File: src/rtl/bms_pkg.sv
`timescale 1ns/1ps
package bms_pkg;
    typedef enum logic [1:0] {
        ST_STARTUP = 2'd0,
        ST_SAVE    = 2'd1,
        ST_RUN     = 2'd2,
        ST_SHDN    = 2'd3
    } bms_mode_e;
endpackage

File: src/rtl/bms_sync.sv
`timescale 1ns/1ps
// Multi-bit two-stage synchronizer for independent level flags.
module bms_sync #(
    parameter int W      = 8,
    parameter int STAGES = 2
) (
    input  logic         clk,
    input  logic         rst_n,
    input  logic [W-1:0] d,
    output logic [W-1:0] q
);
    logic [W-1:0] chain_q [STAGES];

    always_ff @(posedge clk or negedge rst_n) begin
        if (!rst_n) begin
            for (int i = 0; i < STAGES; i++) chain_q[i] <= '0;
        end else begin
            chain_q[0] <= d;
            for (int i = 1; i < STAGES; i++) chain_q[i] <= chain_q[i-1];
        end
    end

    assign q = chain_q[STAGES-1];
endmodule

File: src/rtl/bms_hist.sv
`timescale 1ns/1ps
// One-cycle history register used for edge detection on synchronized inputs.
module bms_hist #(
    parameter int W = 2
) (
    input  logic         clk,
    input  logic         rst_n,
    input  logic [W-1:0] d,
    output logic [W-1:0] q
);
    always_ff @(posedge clk or negedge rst_n) begin
        if (!rst_n) q <= '0;
        else        q <= d;
    end
endmodule

File: src/rtl/ballast_mode_seq.sv
`timescale 1ns/1ps
module ballast_mode_seq
    import bms_pkg::*;
#(
    parameter int CLK_MHZ  = 200,
    parameter int DWELL_US = 10,
    parameter int IDLE_US  = 100
) (
    input  logic       clk,
    input  logic       rst_n,
    input  logic       vcc_above_on,
    input  logic       vcc_below_save,
    input  logic       vcc_below_off,
    input  logic       vcc_below_refoff,
    input  logic       ref_above_en,
    input  logic       ref_below_fault,
    input  logic       ls_cmd,
    input  logic       hs_cmd,
    output logic       hv_src_en,
    output logic       ref_en,
    output logic       ref_hi_cur,
    output logic       ref_clamp_en,
    output logic       reg_en,
    output logic       ocp_en,
    output logic       drv_en,
    output logic [1:0] mode
);
    localparam int DWELL_CYC = CLK_MHZ * DWELL_US;
    localparam int IDLE_CYC  = CLK_MHZ * IDLE_US;
    localparam int DW        = $clog2(DWELL_CYC + 1);
    localparam int IW        = $clog2(IDLE_CYC + 1);
    localparam int NIN       = 8;
    // bit positions inside the synchronized flag vector
    localparam int B_LS     = 0;
    localparam int B_HS     = 1;
    localparam int B_ON     = 2;
    localparam int B_SAVE   = 3;
    localparam int B_OFF    = 4;
    localparam int B_REFOFF = 5;
    localparam int B_REFOK  = 6;
    localparam int B_REFBAD = 7;

    typedef struct packed {
        bms_mode_e     mode;
        logic          hv;
        logic [DW-1:0] dwell;
        logic [IW-1:0] idle;
    } seq_t;

    logic [NIN-1:0] raw_in;
    logic [NIN-1:0] syn;
    logic [1:0]     cmd_prev;

    assign raw_in = {ref_below_fault, ref_above_en, vcc_below_refoff, vcc_below_off,
                     vcc_below_save, vcc_above_on, hs_cmd, ls_cmd};

    bms_sync #(.W(NIN), .STAGES(2)) u_sync (
        .clk   (clk),
        .rst_n (rst_n),
        .d     (raw_in),
        .q     (syn)
    );

    bms_hist #(.W(2)) u_hist (
        .clk   (clk),
        .rst_n (rst_n),
        .d     (syn[B_HS:B_LS]),
        .q     (cmd_prev)
    );

    logic s_on, s_below_save, s_below_off, s_refoff, s_ref_ok, s_ref_bad;
    logic ls_edge, hs_fall;

    assign s_on         = syn[B_ON];
    assign s_below_save = syn[B_SAVE];
    assign s_below_off  = syn[B_OFF];
    assign s_refoff     = syn[B_REFOFF];
    assign s_ref_ok     = syn[B_REFOK];
    assign s_ref_bad    = syn[B_REFBAD];
    assign ls_edge      = syn[B_LS] ^ cmd_prev[0];
    assign hs_fall      = cmd_prev[1] & ~syn[B_HS];

    seq_t cur_q, nxt_d;

    always_comb begin
        nxt_d = cur_q;
        unique case (cur_q.mode)
            ST_STARTUP: begin
                if (s_on && !s_refoff) nxt_d.mode = ST_SAVE;
            end
            ST_SAVE: begin
                if (s_refoff)
                    nxt_d.mode = ST_STARTUP;
                else if (cur_q.dwell == DW'(DWELL_CYC) && s_ref_ok && hs_fall)
                    nxt_d.mode = ST_RUN;
            end
            ST_RUN: begin
                if (s_below_off || s_ref_bad)
                    nxt_d.mode = ST_SHDN;
                else if (!ls_edge && cur_q.idle == IW'(IDLE_CYC - 1))
                    nxt_d.mode = ST_SAVE;
            end
            ST_SHDN: begin
                if (s_refoff)  nxt_d.mode = ST_STARTUP;
                else if (s_on) nxt_d.mode = ST_SAVE;
            end
            default: nxt_d.mode = ST_STARTUP;
        endcase

        // dwell count: cycles spent in save, saturating at the required dwell
        if (cur_q.mode == ST_SAVE && nxt_d.mode == ST_SAVE)
            nxt_d.dwell = (cur_q.dwell == DW'(DWELL_CYC)) ? cur_q.dwell : cur_q.dwell + 1'b1;
        else
            nxt_d.dwell = '0;

        // inactivity count on the low-side command while running
        if (cur_q.mode == ST_RUN && nxt_d.mode == ST_RUN)
            nxt_d.idle = ls_edge ? '0 : cur_q.idle + 1'b1;
        else
            nxt_d.idle = '0;

        // start-up source: forced by state, hysteresis while in save
        unique case (nxt_d.mode)
            ST_STARTUP, ST_SHDN: nxt_d.hv = 1'b1;
            ST_RUN:              nxt_d.hv = 1'b0;
            default: begin
                if (s_on)              nxt_d.hv = 1'b0;
                else if (s_below_save) nxt_d.hv = 1'b1;
                else                   nxt_d.hv = cur_q.hv;
            end
        endcase
    end

    always_ff @(posedge clk or negedge rst_n) begin
        if (!rst_n) begin
            cur_q.mode  <= ST_STARTUP;
            cur_q.hv    <= 1'b1;
            cur_q.dwell <= '0;
            cur_q.idle  <= '0;
        end else begin
            cur_q <= nxt_d;
        end
    end

    assign mode         = cur_q.mode;
    assign hv_src_en    = cur_q.hv;
    assign ref_en       = (cur_q.mode != ST_STARTUP);
    assign ref_hi_cur   = (cur_q.mode == ST_RUN);
    assign ref_clamp_en = (cur_q.mode == ST_STARTUP);
    assign reg_en       = (cur_q.mode == ST_RUN);
    assign ocp_en       = (cur_q.mode == ST_RUN);
    assign drv_en       = (cur_q.mode == ST_RUN);
endmodule

File: config.mk
export PLATFORM = sky130hd
export DESIGN_NAME = ballast_mode_seq
export DESIGN_NICKNAME = d
export VERILOG_FILES = /design/src/rtl/bms_pkg.sv /design/src/rtl/bms_sync.sv /design/src/rtl/bms_hist.sv /design/src/rtl/ballast_mode_seq.sv
export SDC_FILE = /design/constraint.sdc
export NUM_CORES = 1
export LEC_CHECK = 0
export ABC_CLOCK_PERIOD_IN_PS = 4500
export BUFFER_PORTS_ARGS = -buffer_cell sky130_fd_sc_hd__buf_2
export CAP_MARGIN = 20
export CORE_MARGIN = 1.5
export CORE_UTILIZATION = 48
export CTS_BUF_LIST = sky130_fd_sc_hd__clkbuf_2
export CTS_CLUSTER_DIAMETER = 60
export CTS_CLUSTER_SIZE = 28
export DETAILED_ROUTE_END_ITERATION = 16
export PLACE_DENSITY = 0.67
export SYNTH_ARGS = -nofsm -noshare
export SYNTH_HDL_FRONTEND = slang
export SYNTH_SLANG_ARGS = --single-unit
File: constraint.sdc
create_clock -name clk -period 4.5 [get_ports clk]
set_clock_uncertainty 0.1 [all_clocks]
set_input_delay 0 -clock clk [delete_from_list [all_inputs] [get_ports clk]]
set_output_delay 0 -clock clk [all_outputs]
set_load 0.01 [all_outputs]
==> results of run 1 <==
[worst paths after layout]
path,from,depth (start not counted),end,slack (ns)
min in group asynchronous,rst_n,3,u_sync.chain_q[9],0.45
setup / recovery,cur_q[15],10,cur_q[9],1.67
hold / removal,hs_cmd,2,u_sync.chain_q[9],0.10
max in group asynchronous,rst_n,4,cur_q[9],3.35
setup reg to reg,cur_q[15],10,cur_q[9],1.67
hold reg to reg,u_sync.chain_q[10],0,u_sync.q[2],0.26
[synth_stat cells (all sizes together)]
master	n
nand4b	1
o21ai	7
ha	5
o22a	1
nor4bb	2
nand2	10
or4	1
xnor2	5
nor2	22
buf	7
dfstp	1
mux2i	1
and4	3
or3b	1
xor2	13
a21oi	5
nand3	12
mux2	1
o211ai	1
nand3b	1
dfrtp	46
clkbuf	2
nand2b	2
o22ai	1
and2	3
and3	4
nand4	6
or2	1
inv	4
or3	5
nor4	2
nor3	4
[what timing repair did]
item | in CTS | in global routing
hold buffers | 9 | 1
buffers inserted | 0 | 0
hold endpoints to repair | 54 | 15
[per-layer routing]
metal  part of all wire, %  vias to the layer above
met5                     0                        -
met2                    51                       20
met1                    45                      669
met3                   2.4                        5
met4                   1.5                        0
li1                      -                      668
[final cells by class]
cell class | count | area (um2) | share of cell area (%)
Sequential cell | 47 | 1180 | 50.2
Multi-Input combinational cell | 120 | 792 | 33.7
Timing Repair Buffer | 29 | 210 | 8.96
Tap cell | 50 | 62.6 | 2.67
Clock inverter | 2 | 60.1 | 2.56
Clock buffer | 6 | 30.0 | 1.28
Inverter | 4 | 15.0 | 0.640
[worst max-delay path, cell delays in order (launching register included)]
cell and delay [ns]:
dfrtp_1 0.47, inv_1 0.12, ha_1 0.16, nand4b_1 0.15, nor4_4 0.29, nand3_2 0.17
o22ai_1 0.21, ha_1 0.21, nand3_2 0.24, or4_1 0.57, nand2_1 0.08
[registers in the layout, indices dropped and copies added, names as in the netlist]
name            cells
cur_q              26
u_sync.chain_q      8
hv_src_en           1
u_sync.q            8
u_hist.q            2
mode                2
[logic make-up (layout without fill, tap and decap cells)]
| family | Yosys count | in the layout | synth area share [%] |
|---|---|---|---|
| AO/OA/AOI/OAI | 15 | 15 | 4.05 |
| XOR/XNOR | 18 | 18 | 7.73 |
| adder cells (fa/ha/maj) | 5 | 5 | 3.07 |
| buffers and inverters | 13 | 41 | 3.44 |
| flip-flops | 47 | 47 | 57.7 |
| multiplexers | 2 | 2 | 1.04 |
| AND/OR/NAND/NOR | 80 | 80 | 22.9 |
[metrics by stage]
stage / power [W] / setup slack (ns) / cell area (um2) / hold WS [ns] / util (%)
after floorplan: 0.000458 / 2.16 / 2040 / -0.396 / -
after global routing: 0.000785 / 1.48 / 2350 / 0.0629 / 58.3
after detailed placement: 0.000476 / 1.72 / 2140 / 0.00931 / 53.0
after CTS: 0.000762 / 1.65 / 2320 / 0.0882 / 57.5
after global placement: 0.000474 / 1.88 / 2140 / 0.00979 / 53.0
final: 0.000756 / 1.67 / 2350 / 0.105 / 58.3
[power groups by stage]
stage,registers (W),logic (W),clock network (W)
floorplan,0.000446,0.0000120,0
global placement,0.000446,0.0000273,0
detailed placement,0.000447,0.0000285,0
CTS,0.000440,0.0000345,0.000288
global route,0.000441,0.0000413,0.000303
finish,0.000439,0.0000365,0.000280
==> flow_metrics.env, run 1 <==
export IMPL_viasPerCell=5.28
export IMPL_die_y_um=68.2
export IMPL_wl_per_cell_um=13.5
export IMPL_detail_route_antenna_nets=0
export IMPL_setup_viol=0
export IMPL_vias=1362
export IMPL_power_density_mw_per_mm2=322
export IMPL_crit_required_ns=4.75
export IMPL_drt_iter0_markers=51
export IMPL_routed_wl_mm=3.47
export IMPL_first_pass_iters=4
export IMPL_core_area_mm2=0.00403
export IMPL_gp_congestion=0.791
export IMPL_cts_buffer_depth=2
export IMPL_pin_count=19
export IMPL_p_seq_share_pct=58.2
export IMPL_arrival_ns=3.08
export IMPL_clk_latency_ns=0.41
export IMPL_grt_antenna_before_repair=0
export IMPL_status="finished, final reports clean"
export IMPL_num_fill_cells=353
export IMPL_hold_viol=0
export IMPL_yosysSeqAreaShare_pct=57.7
export IMPL_fin_setup_tns_ns=0
export IMPL_die_x_um=68.2
export IMPL_ys_ff_latch=47
export IMPL_critPathLaunchType="flop"
export IMPL_die_area_mm2=0.00465
export IMPL_syn2layout_area_growth_pct=15.1
export IMPL_fmax_mhz=354
export IMPL_use_met1_pct=21.8
export IMPL_busiest_layer="met2"
export IMPL_grt_pass1_vias=1367
export IMPL_numClockSinks=47
export IMPL_ys_types=38
export IMPL_intPower_w=0.000603
export IMPL_hold_path_class="in -> reg"
export IMPL_dp_hpwl_mm=2.39
export IMPL_p_sw_w=0.000152
export IMPL_dp_cells=239
export IMPL_mostFrequentLayoutCells="dfrtp_1, nor2_1, buf_2"
export IMPL_syn_nets=195
export IMPL_grt_usage_pct=17.4
export IMPL_fin_crit_sh_pct=62.9
export IMPL_maxCapViolCount=0
export IMPL_root_buffer="clkbuf_2"
export IMPL_final_common_cell="dfrtp_1"
export IMPL_drive_above_1_share_pct=18.8
export IMPL_nNetsFinal=222
export IMPL_synth_area_per_cell_um2=11.3
export IMPL_overflow=0
export IMPL_drc=0
export IMPL_synth_warnings=0
export IMPL_slew_violations=0
export IMPL_setup_worst_path_class="reg -> reg"
export IMPL_start_util_pct=50.6
export IMPL_synth_top_cell_area_share_pct=56.4
export IMPL_grt_max_degree=48
export IMPL_p_leak_nw=1.01
export IMPL_yosys_top_cells_area="dfrtp_1, xor2_1, nor2_1"
export IMPL_cp_max_fo=14
export IMPL_worst_slew_pin_slew_ns=0.445
export IMPL_fin_cells=258
export IMPL_synthCells=180
export IMPL_worst_setup_path_end_kind="flop"
export IMPL_cts_resized=0
export IMPL_h_tree_depth=2
export IMPL_relSlewSlack_pct=70.3
export IMPL_numCtsBuffers=5
export IMPL_power_frac_clock_pct=37.0
export IMPL_cts_tree="done"
export IMPL_period_needed_ns=2.83
export IMPL_rsz0062_at_grt="false"
export IMPL_comb_power_share_pct=4.8
export IMPL_max_vdd_ir_drop_v=0.000225
export IMPL_met3_usage_pct=4.44
export IMPL_clkTransAtPathRegs_ns=0.23
export IMPL_use_met2_pct=28.9
export IMPL_syn_cell_area_mm2=0.00204
export IMPL_synth_top_area_cell="dfrtp_1"
export IMPL_port_buffers=18
export IMPL_row_count=23
export IMPL_grt_pass1_wl_mm=5.89
export IMPL_antennaDiodeCount=0
export IMPL_p_sw_share_pct=20.1
Note: power is estimated with default switching activity, not from simulation.
==> inputs of run 2 (changes only) <==
--- a/config.mk
+++ b/config.mk
@@ -5,7 +5,7 @@
 export SDC_FILE = /design/constraint.sdc
 export NUM_CORES = 1
 export LEC_CHECK = 0
-export ABC_CLOCK_PERIOD_IN_PS = 4500
+export ABC_CLOCK_PERIOD_IN_PS = 2310
 export BUFFER_PORTS_ARGS = -buffer_cell sky130_fd_sc_hd__buf_2
 export CAP_MARGIN = 20
 export CORE_MARGIN = 1.5
@@ -14,7 +14,7 @@
 export CTS_CLUSTER_DIAMETER = 60
 export CTS_CLUSTER_SIZE = 28
 export DETAILED_ROUTE_END_ITERATION = 16
-export PLACE_DENSITY = 0.67
+export PLACE_DENSITY = 0.69
 export SYNTH_ARGS = -nofsm -noshare
 export SYNTH_HDL_FRONTEND = slang
 export SYNTH_SLANG_ARGS = --single-unit
==> constraint.sdc (replaced) <==
create_clock -name clk -period 2.31 [get_ports clk]
set_clock_uncertainty 0.1 [all_clocks]
set_input_delay 0 -clock clk [delete_from_list [all_inputs] [get_ports clk]]
set_output_delay 0 -clock clk [all_outputs]
set_load 0.01 [all_outputs]
==> flow_metrics.env, run 2 (same netlist as run 1, synthesis figures left out) <==
export IMPL_status="finished, final reports clean"
export IMPL_final_core_util_pct=60.7
export IMPL_die_x_um=68.2
export IMPL_wl_per_cell_um=13.3
export IMPL_rsz0062_at_grt="true"
export IMPL_top_regs="cur_q (26), u_sync.chain_q (8), u_sync.q (8)"
export IMPL_cp_max_fo=3
export IMPL_r2r_cells=10
export IMPL_fmax_mhz=442
export IMPL_grt_max_degree=29
export IMPL_numClockSinks=47
export IMPL_root_buffer="clkbuf_2"
export IMPL_critPathLaunchType="flop"
export IMPL_h_tree_depth=2
export IMPL_antennaDiodeCount=0
export IMPL_grt_pass1_vias=1387
export IMPL_worst_slew_pin_slew_ns=0.864
export IMPL_drive_above_1_share_pct=26.3
export IMPL_maxCapViolCount=0
export IMPL_finalWorstSetupSlack_ns=0.0500
export IMPL_port_buffers=18
export IMPL_num_fill_cells=329
export IMPL_period_needed_ns=2.26
export IMPL_max_vdd_ir_drop_v=0.000422
export IMPL_viasPerCell=5.26
export IMPL_numCtsBuffers=5
export IMPL_crit_end="cur_q[9]"
export IMPL_cts_buffer_depth=2
export IMPL_clkTransAtPathRegs_ns=0.23
export IMPL_regMostFlops="cur_q"
export IMPL_vias=1440
export IMPL_routed_wl_mm=3.66
export IMPL_die_y_um=68.2
export IMPL_critPathLaunch="cur_q[0]"
export IMPL_register_area_mm2=0.00118
export IMPL_dp_hpwl_mm=2.50
export IMPL_place_area_mm2=0.00224
export IMPL_core_area_mm2=0.00403
export IMPL_crit_required_ns=2.57
export IMPL_reg2reg_to="cur_q[9]"
export IMPL_reg2reg_slack_ns=0.05
export IMPL_slew_violations=0
export IMPL_multi_input_area_um2=806
export IMPL_largest_reg_flops=26
export IMPL_grt_usage_pct=18.9
export IMPL_cts_tree="done"
export IMPL_start_util_pct=50.6
export IMPL_die_area_mm2=0.00465
export IMPL_first_pass_iters=4
export IMPL_grt_pass1_wl_mm=6.34
export IMPL_worst_path_max_delay_cell="dfrtp_1"
export IMPL_final_common_cell="dfrtp_1"
export IMPL_final_area_mm2=0.00245
export IMPL_setup_viol=0
export IMPL_syn2layout_area_growth_pct=19.9
export IMPL_drt_iter0_markers=81
export IMPL_nNetsFinal=238
export IMPL_overflow=0
export IMPL_mostFrequentLayoutCells="dfrtp_1, nor2_1, buf_2"
export IMPL_worst_setup_path_end_kind="flop"
export IMPL_drc=0
export IMPL_fin_crit_sh_pct=97.8
export IMPL_grt_antenna_before_repair=0
export IMPL_slowest_delay_ns=0.45
export IMPL_setup_worst_path_class="reg -> reg"
export IMPL_clk_latency_ns=0.40
export IMPL_relSlewSlack_pct=42.2
export IMPL_pin_count=19
export IMPL_finalPower_w=0.00137
export IMPL_dp_cells=252
export IMPL_power_density_mw_per_mm2=561
export IMPL_post_place_ws_ns=-0.0882
export IMPL_p_leak_nw=1.08
export IMPL_reg2reg_from="cur_q[0]"
export IMPL_crit_chain="ha_1 -> and4_1 -> nand3_1 -> nor3_2 -> buf_4 -> o22ai_2 -> ha_2 -> nand3_2 -> or4_1 -> nand2_1"
export IMPL_hold_path_class="in -> async"
export IMPL_detail_route_antenna_nets=0
export IMPL_row_count=23
export IMPL_hold_viol=0
export IMPL_fin_cells=274
export IMPL_gp_congestion=0.814
export IMPL_arrival_ns=2.52
==> run 2: how the worst min path moves through the flow <==
| stage | from | to | slack (ns) | cells past startpoint |
|---|---|---|---|---|
| after floorplan | rst_n | cur_q[0] | -0.40 | 0 |
| after global placement | rst_n | cur_q[20] | -0.14 | 1 |
| after detailed placement | rst_n | cur_q[20] | -0.13 | 1 |
| after CTS | rst_n | u_sync.chain_q[12] | 0.02 | 3 |
| after global routing | rst_n | u_sync.q[4] | 0.02 | 3 |
| final | rst_n | u_sync.chain_q[12] | 0.06 | 3 |
==> run 2: timing repair <==
| action | 4_1_cts | 5_1_grt |
|---|---|---|
| buffers inserted | 1 | 3 |
| hold buffers | 10 | 0 |
| endpoints found under the hold margin | 54 | 0 |
| pin swaps | 1 | 0 |
| resized for setup | 0 | 2 |
| setup endpoints to repair | 2 | 19 |
==> run 2: where the power goes <==
part           leakage, nW  internal, W  switching, W  total (W)
Combinational        0.427    0.0000375     0.0000385  0.0000760
Sequential           0.610     0.000845     0.0000102   0.000855
Clock               0.0392     0.000187      0.000253   0.000440
Total                 1.08      0.00107      0.000301    0.00137
==> run 2: metrics by stage <==
stage	TNS (ns)	hold WS (ns)
after floorplan	0	-0.396
after CTS	0	0.0243
after global routing	-0.160	0.0194
final	0	0.0566
after global placement	0	-0.137
after detailed placement	-0.0882	-0.132
==> run 2: worst max-delay path, delay by kind of cell, from the launching register on <==
family	cells	cell delay, ns
adders and majority gates	2	0.45
AOI/OAI and AO/OA	1	0.11
buffers and inverters	1	0.13
and+or+nand+nor	6	0.99
DFF	1	0.45
==> run 2: per-layer routing <==
| layer | wire [um] | track usage [%] |
|---|---|---|
| met1 | 1610 | 23.6 |
| met2 | 1860 | 31.7 |
| met3 | 157 | 5.43 |
| met4 | 26 | 6.00 |
| met5 | 0 | 0 |
==> run 2: layout make-up <==
| type | instances | area share [%] |
|---|---|---|
| multi-input cells | 120 | 32.9 |
| flip-flops and latches | 47 | 48.1 |
| repair buffers | 45 | 13.0 |
| clock inverters | 2 | 1.53 |
| clock buffers | 6 | 1.23 |
| well taps | 50 | 2.56 |
| inverters | 4 | 0.614 |
